`config.mk`:
```
export PLATFORM = sky130hd
export DESIGN_NAME = smem_rd_seq
export DESIGN_NICKNAME = d
export VERILOG_FILES = /design/src/rtl/smem_pkg.sv /design/src/rtl/smem_cfg_reg.sv /design/src/rtl/smem_phase_fsm.sv /design/src/rtl/smem_beat_dp.sv /design/src/rtl/smem_rd_seq.sv
export SDC_FILE = /design/constraint.sdc
export NUM_CORES = 1
export LEC_CHECK = 0
export ABC_CLOCK_PERIOD_IN_PS = 7000
export BUFFER_PORTS_ARGS = -buffer_cell sky130_fd_sc_hd__buf_4
export CAP_MARGIN = 5
export CORE_MARGIN = 5
export CORE_UTILIZATION = 29
export CTS_CLUSTER_SIZE = 25
export DETAILED_ROUTE_END_ITERATION = 10
export PLACE_DENSITY = 0.55
export SLEW_MARGIN = 20
export SYNTH_ARGS = -nofsm -noshare
export SYNTH_HDL_FRONTEND = slang
export SYNTH_SLANG_ARGS = --single-unit
```
`constraint.sdc`:
```
create_clock -name clk -period 7 [get_ports clk]
set_clock_uncertainty 0.1 [all_clocks]
set_input_delay 1.4 -clock clk [delete_from_list [all_inputs] [get_ports clk]]
set_output_delay 1.4 -clock clk [all_outputs]
set_load 0.01 [all_outputs]
```
`src/rtl/smem_pkg.sv`:
```
package smem_pkg;
  localparam int CFG_W = 17;
  localparam int CNT_W = 5;

  typedef struct packed {
    logic [CNT_W-1:0] asu;
    logic [CNT_W-1:0] csu;
    logic [CNT_W-1:0] acc;
    logic [CNT_W-1:0] pga;
    logic [CNT_W-1:0] chd;
    logic [CNT_W-1:0] ahd;
    logic [CNT_W-1:0] beats;
    logic             ok;
  } smem_tm_t;

  // 0,1,2,3 -> 0,1,2,4 clocks
  function automatic logic [CNT_W-1:0] short_clks(input logic [1:0] c);
    return (c == 2'd3) ? CNT_W'(4) : CNT_W'(c);
  endfunction

  // 0..7 -> 1,2,3,4,6,8,10,14 clocks
  function automatic logic [CNT_W-1:0] acc_clks(input logic [2:0] c);
    case (c)
      3'd4:    return CNT_W'(6);
      3'd5:    return CNT_W'(8);
      3'd6:    return CNT_W'(10);
      3'd7:    return CNT_W'(14);
      default: return CNT_W'(c) + CNT_W'(1);
    endcase
  endfunction

  // 0..3 -> 2,3,4,6 clocks
  function automatic logic [CNT_W-1:0] page_clks(input logic [1:0] c);
    return (c == 2'd3) ? CNT_W'(6) : CNT_W'(c) + CNT_W'(2);
  endfunction

  // 0..3 -> 1,4,8,16 beats
  function automatic logic [CNT_W-1:0] burst_beats(input logic [1:0] c);
    return (c == 2'd0) ? CNT_W'(1) : CNT_W'(2) << c;
  endfunction

  function automatic smem_tm_t decode_tm(input logic [CFG_W-1:0] w);
    smem_tm_t t;
    t.beats = burst_beats(w[1:0]);
    t.pga   = page_clks(w[3:2]);
    t.ahd   = short_clks(w[5:4]);
    t.chd   = short_clks(w[7:6]);
    t.acc   = acc_clks(w[10:8]);
    t.csu   = short_clks(w[12:11]);
    t.asu   = short_clks(w[14:13]);
    t.ok    = (w[16:15] == 2'b00);
    return t;
  endfunction
endpackage

```
`src/rtl/smem_cfg_reg.sv`:
```
module smem_cfg_reg
  import smem_pkg::*;
#(
  parameter logic [CFG_W-1:0] RST_CFG = 17'h00700
) (
  input  logic             clk,
  input  logic             rst_n,
  input  logic             wr_en,
  input  logic [CFG_W-1:0] wr_data,
  input  logic             start,
  output logic [CFG_W-1:0] cfg_q,
  output smem_tm_t         tm_live,
  output smem_tm_t         tm_act
);
  logic [CFG_W-1:0] act_q;

  always_ff @(posedge clk or negedge rst_n) begin
    if (!rst_n) begin
      cfg_q <= RST_CFG;
      act_q <= RST_CFG;
    end else begin
      if (wr_en) cfg_q <= wr_data;
      if (start) act_q <= cfg_q;
    end
  end

  assign tm_live = decode_tm(cfg_q);
  assign tm_act  = decode_tm(act_q);

  AST_CFG_READBACK: assert property (@(posedge clk) disable iff (!rst_n)
    wr_en |=> (cfg_q == $past(wr_data))) else $error("cfg readback");
endmodule

```
`src/rtl/smem_phase_fsm.sv`:
```
module smem_phase_fsm
  import smem_pkg::*;
(
  input  logic     clk,
  input  logic     rst_n,
  input  logic     req_valid,
  input  smem_tm_t tm_live,
  input  smem_tm_t tm_act,
  output logic     ready,
  output logic     start,
  output logic     cs_n,
  output logic     oe_n,
  output logic     adv,
  output logic     capture,
  output logic     done,
  output logic     err
);
  typedef enum logic [2:0] {S_IDLE, S_ASU, S_CSU, S_ACC, S_PAGE, S_CHD, S_AHD} st_e;

  st_e              st_q, st_d, tail_st;
  logic [CNT_W-1:0] cnt_q, cnt_d, left_q, left_d, tail_cnt;
  smem_tm_t         tm;
  logic             idle, last, reject, fin;

  assign idle    = (st_q == S_IDLE);
  assign tm      = idle ? tm_live : tm_act;
  assign last    = (cnt_q == CNT_W'(1));
  assign start   = idle && req_valid && tm.ok;
  assign reject  = idle && req_valid && !tm.ok;
  assign capture = (st_q == S_ACC || st_q == S_PAGE) && last;

  // phase that follows the final beat
  always_comb begin
    if (tm.chd != '0) begin
      tail_st = S_CHD; tail_cnt = tm.chd;
    end else if (tm.ahd != '0) begin
      tail_st = S_AHD; tail_cnt = tm.ahd;
    end else begin
      tail_st = S_IDLE; tail_cnt = '0;
    end
  end

  always_comb begin
    st_d   = st_q;
    cnt_d  = cnt_q - CNT_W'(1);
    left_d = left_q;
    case (st_q)
      S_IDLE: begin
        cnt_d = cnt_q;
        if (start) begin
          left_d = tm.beats - CNT_W'(1);
          if (tm.asu != '0) begin
            st_d = S_ASU; cnt_d = tm.asu;
          end else if (tm.csu != '0) begin
            st_d = S_CSU; cnt_d = tm.csu;
          end else begin
            st_d = S_ACC; cnt_d = tm.acc;
          end
        end
      end
      S_ASU: if (last) begin
        if (tm.csu != '0) begin
          st_d = S_CSU; cnt_d = tm.csu;
        end else begin
          st_d = S_ACC; cnt_d = tm.acc;
        end
      end
      S_CSU: if (last) begin
        st_d = S_ACC; cnt_d = tm.acc;
      end
      S_ACC, S_PAGE: if (last) begin
        if (left_q != '0) begin
          st_d = S_PAGE; cnt_d = tm.pga; left_d = left_q - CNT_W'(1);
        end else begin
          st_d = tail_st; cnt_d = tail_cnt;
        end
      end
      S_CHD: if (last) begin
        if (tm.ahd != '0) begin
          st_d = S_AHD; cnt_d = tm.ahd;
        end else begin
          st_d = S_IDLE; cnt_d = '0;
        end
      end
      S_AHD: if (last) begin
        st_d = S_IDLE; cnt_d = '0;
      end
      default: begin
        st_d = S_IDLE; cnt_d = '0;
      end
    endcase
  end

  assign fin = !idle && (st_d == S_IDLE);

  always_ff @(posedge clk or negedge rst_n) begin
    if (!rst_n) begin
      st_q   <= S_IDLE;
      cnt_q  <= '0;
      left_q <= '0;
      done   <= 1'b0;
      err    <= 1'b0;
    end else begin
      st_q   <= st_d;
      cnt_q  <= cnt_d;
      left_q <= left_d;
      done   <= fin || reject;
      err    <= reject;
    end
  end

  assign ready = idle;
  assign adv   = !idle;
  assign cs_n  = !(st_q inside {S_CSU, S_ACC, S_PAGE, S_CHD});
  assign oe_n  = !(st_q inside {S_ACC, S_PAGE});

  AST_OE_IN_CS: assert property (@(posedge clk) disable iff (!rst_n)
    !oe_n |-> !cs_n) else $error("oe outside cs");
  AST_CS_IN_ADV: assert property (@(posedge clk) disable iff (!rst_n)
    !cs_n |-> adv) else $error("cs outside address");
  AST_ERR_HAS_DONE: assert property (@(posedge clk) disable iff (!rst_n)
    err |-> (done && cs_n && !adv)) else $error("err without done");
  AST_DONE_IDLE: assert property (@(posedge clk) disable iff (!rst_n)
    done |-> ready) else $error("done while busy");
  AST_CAPTURE_OE: assert property (@(posedge clk) disable iff (!rst_n)
    capture |-> !oe_n) else $error("capture without oe");
endmodule

```
`src/rtl/smem_beat_dp.sv`:
```
module smem_beat_dp #(
  parameter int ADDR_W = 16,
  parameter int DATA_W = 16
) (
  input  logic              clk,
  input  logic              rst_n,
  input  logic              start,
  input  logic [ADDR_W-1:0] req_addr,
  input  logic              capture,
  input  logic [DATA_W-1:0] mem_rdata,
  output logic [ADDR_W-1:0] mem_addr,
  output logic [DATA_W-1:0] rd_data,
  output logic              rd_valid
);
  always_ff @(posedge clk or negedge rst_n) begin
    if (!rst_n) begin
      mem_addr <= '0;
      rd_data  <= '0;
      rd_valid <= 1'b0;
    end else begin
      rd_valid <= capture;
      if (capture) rd_data <= mem_rdata;
      if (start)        mem_addr <= req_addr;
      else if (capture) mem_addr <= mem_addr + ADDR_W'(1);
    end
  end

  AST_ADDR_STABLE: assert property (@(posedge clk) disable iff (!rst_n)
    (!start && !capture) |=> $stable(mem_addr)) else $error("addr moved");
endmodule

```
`src/rtl/smem_rd_seq.sv`:
```
module smem_rd_seq
  import smem_pkg::*;
#(
  parameter int               ADDR_W  = 16,
  parameter int               DATA_W  = 16,
  parameter logic [CFG_W-1:0] RST_CFG = 17'h00700
) (
  input  logic              clk,
  input  logic              rst_n,
  input  logic              cfg_we,
  input  logic [CFG_W-1:0]  cfg_wdata,
  output logic [CFG_W-1:0]  cfg_rdata,
  input  logic              req_valid,
  input  logic [ADDR_W-1:0] req_addr,
  output logic              req_ready,
  output logic              rsp_valid,
  output logic [DATA_W-1:0] rsp_data,
  output logic              rsp_done,
  output logic              rsp_err,
  output logic [ADDR_W-1:0] mem_addr,
  output logic              mem_adv,
  output logic              mem_cs_n,
  output logic              mem_oe_n,
  input  logic [DATA_W-1:0] mem_rdata
);
  smem_tm_t tm_live, tm_act;
  logic     start, capture;

  smem_cfg_reg #(.RST_CFG(RST_CFG)) i_cfg (
    .clk(clk), .rst_n(rst_n), .wr_en(cfg_we), .wr_data(cfg_wdata),
    .start(start), .cfg_q(cfg_rdata), .tm_live(tm_live), .tm_act(tm_act)
  );

  smem_phase_fsm i_fsm (
    .clk(clk), .rst_n(rst_n), .req_valid(req_valid),
    .tm_live(tm_live), .tm_act(tm_act),
    .ready(req_ready), .start(start), .cs_n(mem_cs_n), .oe_n(mem_oe_n),
    .adv(mem_adv), .capture(capture), .done(rsp_done), .err(rsp_err)
  );

  smem_beat_dp #(.ADDR_W(ADDR_W), .DATA_W(DATA_W)) i_dp (
    .clk(clk), .rst_n(rst_n), .start(start), .req_addr(req_addr),
    .capture(capture), .mem_rdata(mem_rdata), .mem_addr(mem_addr),
    .rd_data(rsp_data), .rd_valid(rsp_valid)
  );

  AST_RSP_AFTER_OE: assert property (@(posedge clk) disable iff (!rst_n)
    rsp_valid |-> $past(!mem_oe_n)) else $error("data without oe");
endmodule

```
==> After elaboration in Yosys (flattened, before gate mapping) <==
Index checks and enable logic that the tools add are counted.
{ "totals": {"reg_bits": 82, "output_inout_bits": 56} }
{ "classes": {"n_addsub": 8, "eq_ne": 28, "shifts": 2, "muxes": 45, "reduce_logical": 28} }
{ "ops": {"columns": ["operator", "n"], "rows": [
  ["2-to-1 mux 5 bit", 18],
  ["2-to-1 mux 3 bit", 18],
  ["one-hot mux 5 bit (4 select lines)", 2],
  ["2-to-1 mux 34 bit", 1],
  ["equality test 3 bit, second input constant", 11],
  ["2-to-1 mux 16 bit", 2],
  ["one-hot mux 5 bit (6 select lines)", 1],
  ["nonzero test 5 bit", 5],
  ["equality test 2 bit, second input constant", 10],
  ["one-hot mux 3 bit (6 select lines)", 1],
  ["adder 16 x 1 -> 16 bit, second input constant", 1],
  ["subtractor 5 x 1 -> 5 bit, second input constant", 3],
  ["one-hot mux 5 bit (2 select lines)", 1],
  ["left shift 2 x 2 -> 5 bit, first input constant", 2],
  ["adder 3 x 1 -> 4 bit, second input constant", 2],
  ["logical NOT 2 bit", 4],
  ["adder 2 x 2 -> 3 bit, second input constant", 2],
  ["equality test 3 x 2 -> 1 bit, second input constant", 2],
  ["logical NOT 3 bit", 2],
  ["nonzero test 2 bit", 3],
  ["equality test 5 x 1 -> 1 bit, second input constant", 1],
  ["logical AND 1 bit", 5],
  ["logical NOT 1 bit", 4],
  ["!= test 2 x 1 -> 1 bit, second input constant", 2],
  ["7 further kinds", 8]
]} }

==> Longest topological paths before layout <==
Gate-level depths: netlist (run 1).
{ "logic_depth": {"depth_word": 12, "ltp_mapped": 12} }

==> Modules after synthesis <==
Synthesis (run 1) repeated with hierarchy kept, for this count alone.
{ "hier_totals": {"hier_cells": 570, "hier_area_um2": 5440.2} }
{ "by_module_without_submodules": {"columns": ["module", "n_inst", "cells_each", "area_each_um2", "seq_area_each_um2"], "rows": [
  ["smem_cfg_reg", 1, 172, 1974.4, 858.3],
  ["smem_phase_fsm", 1, 264, 1933.1, 375.4],
  ["smem_beat_dp", 1, 134, 1532.7, 825.8]
]} }

==> Least setup slack after synthesis (run 1) <==
No wires, ideal clock.
{ "synth_timing": {"path_type": "in2reg", "start": "input port req_valid", "end": "register i_cfg.act_q[11]", "setup_time_ns": 0.065, "arrival_ns": 2.640, "path_slack_ns": 4.195, "cell_stages": 7, "path_cell_list": "nor3b_1 > and2_1 > clkbuf_1 > buf_2 > buf_2 > nand2_1 > nand2_1"} }
{ "synth_between": {"elab_chain_len": 2} }
{ "synth_rtl": {"columns": ["item", "line", "rtl"], "rows": [
  ["start, declared", "smem_rd_seq.sv:13", "input logic req_valid,"],
  ["logical AND 1 bit (2 in a row)", "smem_phase_fsm.sv:28", "assign start = idle && req_valid && tm.ok;"],
  ["end signal, assigned", "smem_cfg_reg.sv:23", "if (start) act_q <= cfg_q;"],
  ["end, declared", "smem_cfg_reg.sv:15", "logic [CFG_W-1:0] act_q;"]
]} }
No other way between the ends.
A chain may end at the register's enable or synchronous reset.

==> Final worst setup path (run 1) <==
{ "layout_timing": {"start": "register i_fsm.st_q[2]", "end": "output port req_ready"} }
{ "layout_between": {"elab_chain_len": 1} }
{ "layout_rtl": {"columns": ["item", "line", "rtl"], "rows": [
  ["start, declared", "smem_phase_fsm.sv:20", "st_e st_q, st_d, tail_st;"],
  ["start signal, assigned", "smem_phase_fsm.sv:104", "st_q <= st_d;"],
  ["logical NOT 3 bit", "smem_phase_fsm.sv:25", "assign idle = (st_q == S_IDLE);"],
  ["end, declared", "smem_rd_seq.sv:15", "output logic req_ready,"]
]} }
No other way between the ends.

==> flow_summary.yaml, run 1 <==
status:
  outcome: "complete, no violations"
finish:
  post-route-util_pct: 37.7
  multi_input_area_um2: 2280
  areaGrowthSynthToFinish_pct: 28.2
  fin_nets: 682
  seqCellArea_um2: 1960
  fin_area_um2: 5690
  nFillCells: 1564
  instances_no_fill: 808
  drive_above_1_share_pct: 25.8
  num_antenna_cells: 0
route:
  viasPerCell: 5.09
  drt_drc_violations_left: 0
  drt-initial-drc-count: 206
  ant_nets: 0
  wirelength_mm: 12.9
  vias: 4115
  post_drt_wl_per_cell_um: 15.9
  detail_route.first_pass.iterations: 4
logic_synthesis:
  yosys-top-cells-count: "131 x nand2_1, 72 x dfrtp_1, 36 x nor2_1"
  ys_seq_area_share_pct: 44.2
  ys_ff_latch: 78
  syn_avg_cell_area_um2: 8.58
  dominantRegCellSynth: "dfrtp_1"
  syn_nets: 584
  synth_cell_type_count: 67
  syn-cell-area_um2: 4430
  synth_area_leader_cell: "dfrtp_1"
  synth_top_area_share_pct: 40.6
  synth.most_common_cell: "nand2_1"
  async_flop_share_pct: 100
  synthCells: 517
  synth_edf_count: 0
  ys.warnings.count: 0
  yosys-top-cells-area: "dfrtp_1 41%, nand2_1 11%, ha_1 4.0%"
sta:
  tns_ns: 0
  tightest_slew_ns: 0.764
  period_share_pct: 52.0
  fmaxAchievable_mhz: 275
  timing.max_slew.rel_slack_pct: 48.9
  post-route-min-period_ns: 3.64
  finalWorstSetupSlack_ns: 3.36
  rsz0062_at_grt: "no"
  slew_viol_final: 0
  hold_slack_ns: 0.373
  setup_viol: 0
  hold_viol_final: 0
cts:
  path_clk_slew_ns: 0.06
  post_cts_resized: 0
  insertion_delay_ns: 0.34
  cts_buffers: 9
  htreeDepth: 3
  root_buffer: "clkbuf_16"
  clock-sinks: 78
  cts_tree: "built"
  holdBufCountCts: 0
  cts_buffer_depth: 2
  cts_setup_buffers: 0
placement:
  dp_hpwl_mm: 9.19
  post-place-ws_ns: 3.36
  gp_congestion: 0.845
  postPlaceCellArea_um2: 5380
  post-place-cells: 792
  io_buffers: 108
hold_path:
  holdPathEnd: "i_dp.rd_data[4]"
  min-delay-path-class: "reg2reg"
  hp-start: "i_dp.rd_data[4]"
  whs_path_depth: 2
setup_path:
  path_cells: "or3_1 > clkinv_2 > buf_4"
  arrival_ns: 2.14
  startpoint_type: "register"
  rr_endpoint: "i_fsm.left_q[4]"
  timing.rr.start: "i_fsm.st_q[2]"
  reg2regPathDepth: 8
  path_class: "reg2out"
  rrSetupSlack_ns: 3.71
  cp-end-kind: "output port"
  critPathRequiredTime_ns: 5.50
  max_stage_delay_ns: 0.64
  crit_path_top_delay_cell: "dfrtp_1"
  worstPathMaxFanout: 16
power_and_ir_drop:
  vdd_drop_max_uv: 171
  power_density_nw_per_um2: 384
  total_power_mw: 2.18
  leakage_nw: 2.58
floorplan:
  dieArea_um2: 17900
  ios: 109
  die_x_um: 134
  dieHeight_um: 134
  num_rows: 45
  coreArea_um2: 15100
  initial_core_util_pct: 29.4
grt:
  globalRoute.totalOverflow: 0
  antenna_found_initial: 0
  grt_max_degree: 79
  grtUsageTotal_pct: 14.5
  grt_pass1_wl_mm: 20.9
  grt_pass1_vias: 4071
flow_run:
  maxCapViolCount: 0
[registers in the layout, indices dropped and copies added (netlist names)]
| register | flops |
|---|---|
| i_fsm.err | 1 |
| i_dp.rd_data | 16 |
| i_cfg.cfg_q | 17 |
| i_fsm.done | 1 |
| i_fsm.cnt_q | 5 |
| i_fsm.left_q | 5 |
| i_cfg.act_q | 13 |
| i_dp.mem_addr | 16 |
| i_fsm.st_q | 3 |
| i_dp.rd_valid | 1 |
[power breakdown]
part           internal [mW]  total [mW]  switching, mW  leakage, nW
Sequential             0.627       0.816          0.189        0.944
Combinational          0.415       0.890          0.476         1.50
Clock                  0.296       0.478          0.181        0.144
Total                   1.34        2.18          0.846         2.58
[cell type report]
type	count	share of cell area, %
Multi-Input combinational cell	395	40.1
Tap cell	188	4.14
Timing Repair Buffer	111	14.7
Clock buffer	15	4.71
Clock inverter	1	0.528
Sequential cell	78	34.5
Inverter	20	1.36
[worst max-delay path: cells and delay by family (launching register included)]
kind | cells | cell delay, ns
buffers and inverters | 2 | 0.60
DFF | 1 | 0.64
and+or+nand+nor | 1 | 0.55
[kinds of logic (layout without fill, tap and decap cells)]
family	count (synthesis)	after routing	synth area share, %
buffers and inverters	44	147	4.43
XOR/XNOR	10	10	1.98
AO/OA/AOI/OAI	114	114	16.6
AND/OR/NAND/NOR	239	239	24.4
multiplexers	18	18	4.46
flip-flops	78	78	44.2
adder cells (fa/ha/maj)	14	14	3.95
[metal layers]
metal,track usage [%],share of wire [%],wire length (um),vias up
li1,-,-,-,1990
met1,18.5,44,5690,1960
met2,22.8,47,6010,147
met3,5.14,7.6,980,18
met4,5.20,1.4,176,0
met5,0,0,0,-
[worst max-delay path by stage]
stage	depth (start not counted)	slack, ns	endpoint	startpoint
4_1_cts	3	3.39	req_ready	i_fsm.st_q[0]
6_report	3	3.36	req_ready	i_fsm.st_q[2]
2_1_floorplan	7	4.20	i_cfg.act_q[11]	req_valid
3_3_place_gp	6	3.47	i_dp.mem_addr[11]	req_valid
3_5_place_dp	6	3.36	i_dp.mem_addr[11]	req_valid
5_1_grt	3	3.25	req_ready	i_fsm.st_q[2]
[placed cells by master, fill, tap and decap left out, types with 5 or more instances in the layout]
master     Yosys  layout
a21oi_1       25      25
buf_4          1     110
clkbuf_16      0       9
dfrtp_1       72      72
dfstp_2        6       6
ha_1          14      14
inv_1         16      16
mux2_2        13      13
nand2_1      131     131
nand2b_1       6       6
nand3_1       14      14
nand4_1        5       5
nor2_1        36      36
nor3_1        12      12
nor3b_1        6       6
o21ai_0       27      27
o21ai_1       12      12
xnor2_1        5       5
xor2_1         5       5
Note: power is estimated with default switching activity, not from simulation.
==> run 2: changes to the inputs <==
--- a/config.mk
+++ b/config.mk
@@ -5,7 +5,7 @@
 export SDC_FILE = /design/constraint.sdc
 export NUM_CORES = 1
 export LEC_CHECK = 0
-export ABC_CLOCK_PERIOD_IN_PS = 7000
+export ABC_CLOCK_PERIOD_IN_PS = 3550
 export BUFFER_PORTS_ARGS = -buffer_cell sky130_fd_sc_hd__buf_4
 export CAP_MARGIN = 5
 export CORE_MARGIN = 5
==> constraint.sdc (replaced) <==
create_clock -name clk -period 3.55 [get_ports clk]
set_clock_uncertainty 0.1 [all_clocks]
set_input_delay 0.71 -clock clk [delete_from_list [all_inputs] [get_ports clk]]
set_output_delay 0.71 -clock clk [all_outputs]
set_load 0.01 [all_outputs]
==> flow_summary.yaml, run 2 (synthesized netlist as in run 1, its figures left out) <==
status:
  outcome: "complete, no violations"
placement:
  gp_congestion: 0.911
  io_buffers: 108
  dp_hpwl_mm: 9.68
floorplan:
  dieArea_um2: 17900
  num_rows: 45
  initial_core_util_pct: 29.4
  die_x_um: 134
  dieHeight_um: 134
  coreArea_um2: 15100
  ios: 109
power_and_ir_drop:
  vdd_drop_max_uv: 400
  leakage_nw: 2.63
  power_density_nw_per_um2: 743
  total_power_mw: 4.29
grt:
  globalRoute.totalOverflow: 0
  antenna_found_initial: 0
  grt_pass1_vias: 4175
  grt_max_degree: 79
  grtUsageTotal_pct: 14.9
  grt_pass1_wl_mm: 21.5
cts:
  insertion_delay_ns: 0.35
  cts_buffer_depth: 2
  path_clk_slew_ns: 0.06
  post_cts_resized: 0
  holdBufCountCts: 0
  cts_tree: "built"
  clock-sinks: 78
  cts_setup_buffers: 0
  htreeDepth: 3
  root_buffer: "clkbuf_16"
  cts_buffers: 9
setup_path:
  crit_path_top_delay_cell: "dfrtp_1"
  path_class: "reg2reg"
  crit_path_start: "i_fsm.st_q[0]"
  critPathRequiredTime_ns: 3.68
  max_stage_delay_ns: 0.53
  startpoint_type: "register"
  cp.buffers_inverters: 0
  worstPathMaxFanout: 15
  cp-end-kind: "register"
  path_cells: "or3_1 > or3_1 > a31o_2 > ha_1 > nand3_1 > mux2_1 > o22a_1"
  arrival_ns: 2.84
  timing.rr.start: "i_fsm.st_q[0]"
  cp_top_family: "simple AND/OR/NAND/NOR gates"
  crit_top_cell: "or3_1"
finish:
  largest_reg_flops: 17
  mostFrequentLayoutCell: "nand2_1"
  reg_top3: "i_cfg.cfg_q: 17 flops, i_dp.mem_addr: 16 flops, i_dp.rd_data: 16 flops"
  fin_nets: 689
  areaGrowthSynthToFinish_pct: 30.3
  num_antenna_cells: 0
  drive_above_1_share_pct: 27.0
  final_cell_mix: "131 x nand2_1, 117 x buf_4, 72 x dfrtp_1"
  top_register: "i_cfg.cfg_q"
route:
  drt_drc_violations_left: 0
  post_drt_wl_per_cell_um: 16.0
  ant_nets: 0
  viasPerCell: 5.05
  vias: 4118
  wirelength_mm: 13.1
  detail_route.first_pass.iterations: 4
  drt-initial-drc-count: 192
sta:
  timing.max_slew.rel_slack_pct: 50.6
  rsz0062_at_grt: "no"
  tns_ns: 0
  tightest_slew_ns: 0.741
  setup_viol: 0
  slew_viol_final: 0
  hold_viol_final: 0
  fmaxAchievable_mhz: 369
  period_share_pct: 76.4
  post-route-min-period_ns: 2.71
hold_path:
  min-delay-path-class: "in2async"
flow_run:
  maxCapViolCount: 0
==> run 2: changes by cell type in the layout (fill, tap and decap cells not counted) <==
cell and change:
clkbuf_8 -2, clkinvlp_4 +1, buf_4 +7, bufinv_16 +2, inv_6 +1, clkbuf_1 -2
==> run 2: routing by layer <==
metal / vias up / global-route usage [%] / part of all wire (%)
li1: 2014 / - / -
met1: 1961 / 18.0 / 45
met2: 121 / 23.8 / 45
met3: 22 / 6.72 / 7.8
met4: 0 / 4.74 / 2.0
met5: - / 0 / 0
==> run 2: worst paths after layout <==
| check | to | cells past startpoint | slack (ns) |
|---|---|---|---|
| max in group asynchronous | i_fsm.st_q[2] | 1 | 2.53 |
| worst max-delay path | i_fsm.left_q[4] | 7 | 0.84 |
| min in group clk | i_dp.rd_data[4] | 2 | 0.38 |
| worst min register to register | i_dp.rd_data[4] | 2 | 0.38 |
| worst max register to register | i_fsm.left_q[4] | 7 | 0.84 |
| worst min-delay path | i_fsm.cnt_q[4] | 1 | 0.28 |
==> run 2: metrics by stage <==
step | std cells | hold slack, ns | utilization (%) | worst slack [ns] | instance area, um^2
2_1_floorplan | 517 | 0.314 | - | 1.08 | 4430
3_3_place_gp | 799 | 0.362 | 36.0 | 0.941 | 5440
3_5_place_dp | 799 | 0.364 | 36.0 | 0.873 | 5440
4_1_cts | 815 | 0.388 | 38.3 | 0.851 | 5780
5_1_grt | 815 | 0.365 | 38.3 | 0.708 | 5780
6_report | 815 | 0.276 | 38.3 | 0.837 | 5780
==> run 2: area by class of cell <==
type	count	area (um^2)
inverter	20	77.6
tap	188	235
sequential	78	1960
multi-input combinational	395	2280
timing repair buffer	118	890
fill	1547	9310
clock inverter	5	106
clock buffer	11	233
==> run 2: report_power, final <==
| part | internal (mW) | switching [mW] |
|---|---|---|
| combinational | 0.767 | 0.870 |
| clock | 0.690 | 0.375 |
| sequential | 1.23 | 0.362 |
==> run 2: worst register-to-register path, delay by kind of cell, from the launching register on <==
family	cells	cell delay, ns
AO/OA/AOI/OAI	2	0.47
adder cells (fa/ha/maj)	1	0.22
flip-flops	1	0.53
multiplexers	1	0.33
AND/OR/NAND/NOR	3	0.94
==> run 3: changes to the inputs <==
--- a/config.mk
+++ b/config.mk
@@ -5,14 +5,15 @@
 export SDC_FILE = /design/constraint.sdc
 export NUM_CORES = 1
 export LEC_CHECK = 0
-export ABC_CLOCK_PERIOD_IN_PS = 3550
+export ABC_AREA = 1
+export ABC_CLOCK_PERIOD_IN_PS = 2700
 export BUFFER_PORTS_ARGS = -buffer_cell sky130_fd_sc_hd__buf_4
 export CAP_MARGIN = 5
 export CORE_MARGIN = 5
 export CORE_UTILIZATION = 29
 export CTS_CLUSTER_SIZE = 25
 export DETAILED_ROUTE_END_ITERATION = 10
-export PLACE_DENSITY = 0.55
+export PLACE_DENSITY = 0.54
 export SLEW_MARGIN = 20
 export SYNTH_ARGS = -nofsm -noshare
 export SYNTH_HDL_FRONTEND = slang
==> constraint.sdc (replaced) <==
create_clock -name clk -period 2.7 [get_ports clk]
set_clock_uncertainty 0.1 [all_clocks]
set_input_delay 0.54 -clock clk [delete_from_list [all_inputs] [get_ports clk]]
set_output_delay 0.54 -clock clk [all_outputs]
set_load 0.01 [all_outputs]
==> flow_summary.yaml, run 3 <==
route:
  drt-initial-drc-count: 147
  viasPerCell: 4.55
  post_drt_wl_per_cell_um: 13.7
  detail_route.first_pass.iterations: 4
  wirelength_mm: 13.6
  vias: 4524
  ant_nets: 0
  drt_drc_violations_left: 0
placement:
  dp_hpwl_mm: 10.5
  postPlaceCellArea_um2: 5950
  gp_congestion: 0.846
  io_buffers: 108
sta:
  period_share_pct: 86.0
  hold_viol_final: 0
  slew_viol_final: 0
  post-route-min-period_ns: 2.32
  rsz0062_at_grt: "no"
  setup_viol: 0
  hold_slack_ns: 0.282
  timing.max_slew.rel_slack_pct: 70.4
  tns_ns: 0
  tightest_slew_ns: 0.443
  fmaxAchievable_mhz: 430
floorplan:
  coreArea_um2: 16600
  die_x_um: 140
  ios: 109
  initial_core_util_pct: 29.5
  dieHeight_um: 140
  dieArea_um2: 19600
  num_rows: 47
setup_path:
  arrival_ns: 2.45
  timing.rr.start: "i_fsm.st_q[2]"
  cp-end-kind: "register"
  rr_endpoint: "i_fsm.left_q[4]"
  crit_path_start: "i_fsm.st_q[2]"
  critical_path.endpoint: "i_fsm.left_q[4]"
  reg2regPathDepth: 9
  path_class: "reg2reg"
  rrSetupSlack_ns: 0.38
  worstPathMaxFanout: 33
  startpoint_type: "register"
  critPathRequiredTime_ns: 2.83
finish:
  drive_above_1_share_pct: 24.0
  largest_reg_flops: 17
  reg_top3: "i_cfg.cfg_q: 17 flops, i_dp.mem_addr: 16 flops, i_dp.rd_data: 16 flops"
  top_register: "i_cfg.cfg_q"
  final_cell_mix: "220 x nand2_1, 119 x buf_4, 74 x dfrtp_1"
  multi_input_area_um2: 2450
  mostFrequentLayoutCell: "nand2_1"
  seqCellArea_um2: 2010
  fin_nets: 837
  num_antenna_cells: 0
  post-route-util_pct: 37.8
  nFillCells: 1815
  fin_area_um2: 6270
  areaGrowthSynthToFinish_pct: 28.3
logic_synthesis:
  async_flop_share_pct: 100
  syn-cell-area_um2: 4890
  ys_ff_latch: 80
  synth_cell_type_count: 47
  yosys-top-cells-count: "220 x nand2_1, 74 x dfrtp_1, 68 x inv_1"
  yosys-top-cells-area: "dfrtp_1 38%, nand2_1 17%, nand3_1 5.8%"
  synth_edf_count: 0
  synth_top_area_share_pct: 37.9
  synth.most_common_cell: "nand2_1"
  ys_seq_area_share_pct: 41.1
  syn_avg_cell_area_um2: 7.42
  syn_nets: 726
  ys.warnings.count: 0
  synth_area_leader_cell: "dfrtp_1"
  dominantRegCellSynth: "dfrtp_1"
  synthCells: 659
grt:
  grt_use_met2_pct: 23.2
  grtUsageTotal_pct: 14.5
  grt_busiest_layer: "met2"
  globalRoute.totalOverflow: 0
  grt_pass1_wl_mm: 23.2
  globalRouteMet1Util_pct: 18.2
  grt_max_degree: 38
  grt_pass1_vias: 4756
  met3_usage_pct: 5.49
  antenna_found_initial: 0
power_and_ir_drop:
  switching_share_pct: 43.7
  power.net_switching_mw: 2.95
  internal_power_mw: 3.80
  pwr-share-seq_pct: 31.0
  leakage_nw: 3.15
  clkPwrFrac_pct: 19.3
  vdd_drop_max_uv: 409
  combPwrFrac_pct: 49.7
  power_density_nw_per_um2: 1080
flow_run:
  maxCapViolCount: 0
status:
  outcome: "complete, no violations"
cts:
  cts_buffers: 9
  cts_buffer_depth: 2
  cts_tree: "built"
  insertion_delay_ns: 0.35
  post_cts_resized: 0
  holdBufCountCts: 1
  root_buffer: "clkbuf_16"
  path_clk_slew_ns: 0.07
  htreeDepth: 3
  cts_setup_buffers: 0
  clock-sinks: 80
hold_path:
  min-delay-path-class: "in2reg"
run 3: how the worst min path moves through the flow:
stage / depth (start not counted) / startpoint / endpoint
floorplan: 0 / rst_n / i_cfg.act_q[0]
global placement: 1 / rst_n / i_cfg.act_q[13]
detailed placement: 1 / rst_n / i_cfg.act_q[13]
CTS: 3 / mem_rdata[8] / i_dp.rd_data[8]
global route: 3 / mem_rdata[11] / i_dp.rd_data[11]
finish: 3 / mem_rdata[14] / i_dp.rd_data[14]
run 3: cell families (layout without fill, tap and decap cells):
logic type | after synthesis | in the layout | synth area share [%]
flops | 80 | 80 | 41.1
mux | 3 | 3 | 0.691
buf+inv | 100 | 216 | 8.78
xor+xnor | 17 | 17 | 3.05
fa+ha+maj | 14 | 14 | 3.58
compound gates | 94 | 94 | 11.5
simple gates | 351 | 351 | 31.3
run 3: critical path: stages (launching register included):
cell and delay, ns:
dfrtp_1 0.46, inv_2 0.29, nand2_4 0.28, o311ai_1 0.37, o21ai_2 0.12, ha_1 0.21, nand2_1 0.08, nor2_1 0.05
xor2_1 0.16, o21ai_1 0.07
run 3: layer usage:
metal	wire length [um]	up-vias
met5	0	-
met4	215	0
met3	1090	12
met2	6170	107
met1	6130	2061
li1	-	2344
run 3: cell type report:
class	instances	share of cell area, %
multi-input combinational	479	39.1
clock inverter	6	1.16
inverter	79	4.85
timing repair buffer	121	14.7
sequential	80	32.0
tap	220	4.39
clock buffer	10	3.81
run 3: per-stage QoR:
| step | std cells | setup slack (ns) | power, mW |
|---|---|---|---|
| 2_1_floorplan | 659 | 0.670 | 4.35 |
| 3_3_place_gp | 978 | 0.464 | 5.49 |
| 3_5_place_dp | 978 | 0.371 | 5.50 |
| 4_1_cts | 995 | 0.357 | 6.85 |
| 5_1_grt | 995 | 0.146 | 7.43 |
| 6_report | 995 | 0.377 | 6.74 |
run 3: power by group through the flow:
stage / clock network [mW] / registers (mW) / logic [mW]
3_5_place_dp: 0 / 2.10 / 3.40
3_3_place_gp: 0 / 2.11 / 3.38
2_1_floorplan: 0 / 2.14 / 2.21
5_1_grt: 1.40 / 2.17 / 3.86
4_1_cts: 1.35 / 2.09 / 3.41
6_report: 1.30 / 2.09 / 3.35
